$ cat src/rtl/corr_pkt_framer.sv
module corr_pkt_framer #(
  parameter int SEC_MOD = 50
) (
  input  logic        clk,
  input  logic        rst_n,
  input  logic [15:0] cfg_acc_len,
  input  logic [31:0] cfg_delay0,
  input  logic [31:0] cfg_delay1,
  input  logic [31:0] cfg_delay2,
  input  logic [31:0] cfg_delay3,
  input  logic [31:0] cfg_fft_shift,
  input  logic [31:0] cfg_adc_ovf,
  input  logic [7:0]  cfg_board,
  input  logic        cfg_is_corr,
  input  logic [7:0]  cfg_ant0,
  input  logic [7:0]  cfg_ant1,
  input  logic [1:0]  cfg_pol,
  input  logic        pps,
  input  logic [7:0]  s_tdata,
  input  logic        s_tvalid,
  input  logic        s_tlast,
  input  logic        s_tacc,
  output logic        s_tready,
  output logic [7:0]  m_tdata,
  output logic        m_tvalid,
  output logic        m_tlast,
  input  logic        m_tready
);
  localparam int HDR_BYTES = 40;
  localparam int HDR_BITS  = HDR_BYTES * 8;
  localparam int SEC_W     = (SEC_MOD > 1) ? $clog2(SEC_MOD) : 1;
  localparam int HIDX_W    = $clog2(HDR_BYTES);

  typedef enum logic [1:0] {S_IDLE, S_HDR, S_PAY} st_t;

  st_t                 st;
  logic [HIDX_W-1:0]   hidx;
  logic [HDR_BITS-1:0] hdr_q;
  logic [7:0]          pkt_num;
  logic [31:0]         acc_num;
  logic [SEC_W-1:0]    sec_idx;
  logic                pps_pend;

  wire [7:0]  id_b     = cfg_is_corr ? cfg_ant1 : {6'd0, cfg_pol};
  wire [31:0] sec_word = 32'(sec_idx);
  wire [HDR_BITS-1:0] hdr_d = {
    8'(HDR_BYTES), 7'd0, cfg_is_corr, cfg_board, cfg_ant0, id_b, pkt_num,
    cfg_acc_len, acc_num, sec_word, cfg_fft_shift, cfg_adc_ovf,
    cfg_delay0, cfg_delay1, cfg_delay2, cfg_delay3};

  wire hdr_beat = (st == S_HDR) && m_tready;
  wire pkt_done = (st == S_PAY) && s_tvalid && m_tready && s_tlast;
  wire acc_bnd  = pkt_done && s_tacc;
  wire [SEC_W-1:0] sec_adv = (sec_idx == SEC_W'(SEC_MOD - 1)) ? '0 : sec_idx + 1'b1;

  assign m_tvalid = (st == S_HDR) || ((st == S_PAY) && s_tvalid);
  assign m_tdata  = (st == S_HDR) ? hdr_q[HDR_BITS-1 -: 8] : s_tdata;
  assign m_tlast  = (st == S_PAY) && s_tlast;
  assign s_tready = (st == S_PAY) && m_tready;

  always_ff @(posedge clk or negedge rst_n) begin
    if (!rst_n) begin
      st    <= S_IDLE;
      hidx  <= '0;
      hdr_q <= '0;
    end else begin
      case (st)
        S_IDLE: if (s_tvalid) begin
          hdr_q <= hdr_d;
          hidx  <= '0;
          st    <= S_HDR;
        end
        S_HDR: if (hdr_beat) begin
          hdr_q <= {hdr_q[HDR_BITS-9:0], 8'd0};
          hidx  <= hidx + 1'b1;
          if (hidx == HIDX_W'(HDR_BYTES - 1)) st <= S_PAY;
        end
        S_PAY: if (pkt_done) st <= S_IDLE;
        default: st <= S_IDLE;
      endcase
    end
  end

  always_ff @(posedge clk or negedge rst_n) begin
    if (!rst_n) begin
      pkt_num  <= '0;
      acc_num  <= '0;
      sec_idx  <= '0;
      pps_pend <= 1'b0;
    end else begin
      if (acc_bnd) begin
        pkt_num  <= '0;
        acc_num  <= acc_num + 1'b1;
        sec_idx  <= (pps_pend || pps) ? '0 : sec_adv;
        pps_pend <= 1'b0;
      end else begin
        if (pkt_done) pkt_num <= pkt_num + 1'b1;
        if (pps) pps_pend <= 1'b1;
      end
    end
  end


  hdr_start_chk: assert property (@(posedge clk) disable iff (!rst_n)
    (st == S_IDLE && s_tvalid) |=> (m_tvalid && m_tdata == 8'(HDR_BYTES)));


  hdr_hold_chk: assert property (@(posedge clk) disable iff (!rst_n)
    (st == S_HDR && !m_tready) |=> (st == S_HDR && $stable(m_tdata) && !s_tready));


  acc_stable_chk: assert property (@(posedge clk) disable iff (!rst_n)
    !acc_bnd |=> $stable(acc_num));


  pps_align_chk: assert property (@(posedge clk) disable iff (!rst_n)
    (acc_bnd && pps_pend) |=> (sec_idx == '0));


  sec_range_chk: assert property (@(posedge clk) disable iff (!rst_n)
    32'(sec_idx) < 32'(SEC_MOD));


  pkt_step_chk: assert property (@(posedge clk) disable iff (!rst_n)
    (pkt_done && !s_tacc) |=> (pkt_num == $past(pkt_num) + 8'd1));
endmodule

$ cat config.mk
export PLATFORM = sky130hd
export DESIGN_NAME = corr_pkt_framer
export DESIGN_NICKNAME = d
export VERILOG_FILES = /design/src/rtl/corr_pkt_framer.sv
export SDC_FILE = /design/constraint.sdc
export NUM_CORES = 1
export LEC_CHECK = 0
export BUFFER_PORTS_ARGS = -buffer_cell sky130_fd_sc_hd__buf_2
export CAP_MARGIN = 20
export CORE_ASPECT_RATIO = 0.75
export CORE_MARGIN = 10
export CORE_UTILIZATION = 50
export DETAILED_ROUTE_END_ITERATION = 8
export MAX_ROUTING_LAYER = met4
export PLACE_DENSITY = 0.73
export RECOVER_POWER = 25
export REMOVE_ABC_BUFFERS = 1
export SETUP_SLACK_MARGIN = 0.1
export SLEW_MARGIN = 10
export SYNTH_ARGS = -nofsm -noshare
export SYNTH_HDL_FRONTEND = slang
export SYNTH_SLANG_ARGS = --single-unit
$ cat constraint.sdc
create_clock -name clk -period 3.53 [get_ports clk]
set_input_delay 0 -clock clk [delete_from_list [all_inputs] [get_ports clk]]
set_output_delay 0 -clock clk [all_outputs]
set_load 0.02 [all_outputs]
==> summary.md <==
| Metric | Value |
|---|---|
| Status | finished with violations |
| Post-Synthesis Cells | 1884 |
| Via density | 5.56 |
| Setup crit start kind | flop |
| Ys flop type | dfrtp_1 |
| Grt ovf | 0 |
| Die ar. | between 0.04 and 0.05 mm^2 |
| Synth cell types | 53 |
| Commonest cells after routing, fill and taps aside | 586 x nand2_1, 375 x dfrtp_1, 285 x nor2_1 |
| Hold Crit Class | input pin to asynchronous set/reset pin |
| Die width | between 200 and 250 um |
| Final WL | slightly below 50000 um |
| Slew @ Worst Pin | 1.64 ns |
| Clk Latency, worst-skew pair | ~0.55 ns |
| Post-route cell area | between 0.02 and 0.025 mm^2 |
| Fmax | just under 400 MHz |
| Setup violations, final | 0 |
| TritonCTS buffer count | 39 |
| Core Area | between 0.03 and 0.04 mm^2 |
| GP Congestion | ~0.84 |
| H-tree Lvls | 2 |
| Drt first pass iters | 7 |
| Die height | about 180 um |
| HPWL after DPL | between 20000 and 30000 um |
| Synth warnings | 0 |
| Final Hold Violating Endpoints | 0 |
| Min Tclk post-route | 2.57 ns |
| Area Overhead vs Synth | 31.8% |
| VDD IR max | about 0.56 mV |
| First-pass GRT wire length | approximately 79000 um |
| Clock transition at path regs | about 0.060 ns |
| RSZ-0062 raised after global routing | false |
| Fin. max-slew vios | 130 |
| Top cell type by total area after synthesis | dfrtp_1 |
| I/O pin cnt | 261 |
| Share of the synthesized area in the top cell type | a little under three fifths |
| # Max-Cap Violations | 2 |
| Largest net degree at the start of global routing | between 150 and 200 |
| PwrDens | ~760 mW/mm^2 |
| Required @ worst endpoint | roughly 4 ns |
| Register area share after synthesis | a little under three fifths |
| CP max-delay cell | buf_4 |
| Ys async rst share | 100% |
| CP max stage delay | approximately 0.63 ns |
| Vias in the first global route | about 15000 |
| Vias | 15490 |
| Slew headroom | -9.32% |
| Starting DRT DRC Count | 1470 |
| CTS resizes | 0 |
| CTS tree | built |
| Synth Cell Area | ~0.017 mm^2 |
| Placed Area | approximately 0.018 mm^2 |
| Ranking of synthesized cells by area | dfrtp_1 56%, nand2_1 13%, a31oi_1 10%, nor2_1 6.4%, a22o_1 2.5% |
| Crit Path Class | flop to flop |
| Routed wire per std cell | around 18 um |
| Setup Fix Bufs, Post-CTS | 0 |
| IO buf count | 260 |
| CP Cell Sequence | mux2i_1 > nor2_4 > buf_4 > nor2_1 > a31oi_1 |
| Setup_tns | 0 ns |
| Yosys reg bits | ~380 |
| CP Capture Type | flop |
| Clock Tree Root | clkbuf_16 |
| Nets | 2565 |
| Leading cell type in the layout, fill and taps excluded | nand2_1 |
| Crit path DAT | 3.02 ns |
| Skew final | 0.0220 ns |
| Layout cells sized above 1 | around 15% |
| FP Rows | 57 |
| DRC errors left | 0 |
| CTS max path bufs | 3 |
| Clk sinks | between 300 and 400 |
| Post-synth EDFFs | 0 |
| Leak | 0.0100 uW |
| Part of the cycle the worst path needs | 72.8% |
| Avg Inst Size Synth | roughly 8.9 um^2 |
| Antenna viol nets, final | 0 |
| Global-route usage over all layers | a little under a quarter |
| Initial antenna violation count | 8 |
| Starting Density | 51.2% |
| Failing checks | capacitance limit, slew limit |
| Highest fanout seen on the critical path | 65 |
## power breakdown
group | switching [uW] | total, uW | internal, uW | leakage, uW
sequential | 954 | 6910 | 5950 | 0.00412
combinational | 3330 | 5470 | 2140 | 0.00528
clock | 1730 | 4280 | 2550 | 0.000642
total | 6010 | 16600 | 10600 | 0.0100
## cell usage after synthesis, drive strengths merged (2+ instances only)
library cell / n
and3: 9
nand4: 18
mux2i: 4
nor4: 9
o22a: 2
a21oi: 5
o22ai: 3
xor2: 8
nand3b: 2
ha: 5
nand2b: 4
nor2: 286
nand3: 26
xnor2: 31
clkbuf: 61
nor3b: 2
o21ai: 12
dfrtp: 375
and3b: 2
inv: 10
a22o: 48
and4: 4
buf: 81
nor3: 5
a31oi: 270
nand2: 586
nor4b: 3
## sequential cells by signal, summed over array words and instances (netlist names)
name / cells
sec_idx: 6
acc_num: 32
pps_pend: 1
st: 2
hdr_q: 320
pkt_num: 8
hidx: 6
## through the flow
stage / power (uW) / utilization [%] / hold slack, ns / cells / worst slack [ns]
after global placement: 11800 / 55.8 / 0.129 / 2463 / 1.25
after floorplan: 10700 / - / -0.296 / 1742 / -7.63
final: 16600 / 67.4 / 0.105 / 2788 / 0.959
after CTS: 16500 / 67.5 / 0.153 / 2779 / 1.08
after detailed placement: 12000 / 55.8 / 0.136 / 2463 / 1.15
after global routing: 17800 / 67.4 / 0.179 / 2787 / 0.817
## routing by layer
layer / vias to the layer above / share of wire [%] / routed length, um / GRT usage, %
li1: 7252 / - / - / -
met1: 7404 / 42 / 20700 / 30.3
met2: 682 / 48 / 23500 / 37.4
met3: 152 / 6.6 / 3270 / 4.63
met4: 0 / 3.3 / 1640 / 9.82
met5: - / 0 / 0 / -
## path summary, 6_finish.rpt
path | endpoint | depth (start not counted) | from | slack [ns]
max in group asynchronous | hdr_q[177]$_DFFE_PN0P_ | 3 | rst_n | 1.29
hold reg to reg | hdr_q[281]$_DFFE_PN0P_ | 2 | hdr_q[281]$_DFFE_PN0P_ | 0.49
setup / recovery | hdr_q[48]$_DFFE_PN0P_ | 5 | st[0]$_DFFE_PN0P_ | 0.96
hold / removal | hdr_q[304]$_DFFE_PN0P_ | 2 | rst_n | 0.10
min in group clk | hdr_q[6]$_DFFE_PN0P_ | 3 | cfg_delay3[6] | 0.23
setup reg to reg | hdr_q[48]$_DFFE_PN0P_ | 5 | st[0]$_DFFE_PN0P_ | 0.96
## cell families after synthesis
group | after synthesis | share of synthesized area, %
buffers and inverters | 152 | 3.95
multiplexers | 4 | 0.240
XOR/XNOR | 39 | 2.04
flip-flops | 375 | 56.2
adder cells (fa/ha/maj) | 5 | 0.374
AO/OA/AOI/OAI | 343 | 13.5
AND/OR/NAND/NOR | 966 | 23.7
## what timing repair did
action | 4_1_cts | 5_1_grt
endpoints found under the hold margin | 350 | 0
hold buffers | 248 | 0
endpoints found under the setup margin | 0 | 0
## final cells by class
class	instances	area (um^2)
fillers	2450	10600
flip-flops and latches	375	9380
multi-input cells	1357	6690
repair buffers	527	4020
clock buffers	58	1150
well taps	442	553
clock inverters	10	171
inverters	10	37.5
diodes	9	22.5
## worst max-delay path: cells and delay by family (launching register included)
kind | cells | cell delay [ns]
compound gates | 1 | 0.25
buf+inv | 1 | 0.63
flops | 1 | 0.57
mux | 1 | 0.25
simple gates | 2 | 0.73
No activity file was read; power rests on OpenSTA's default activity.
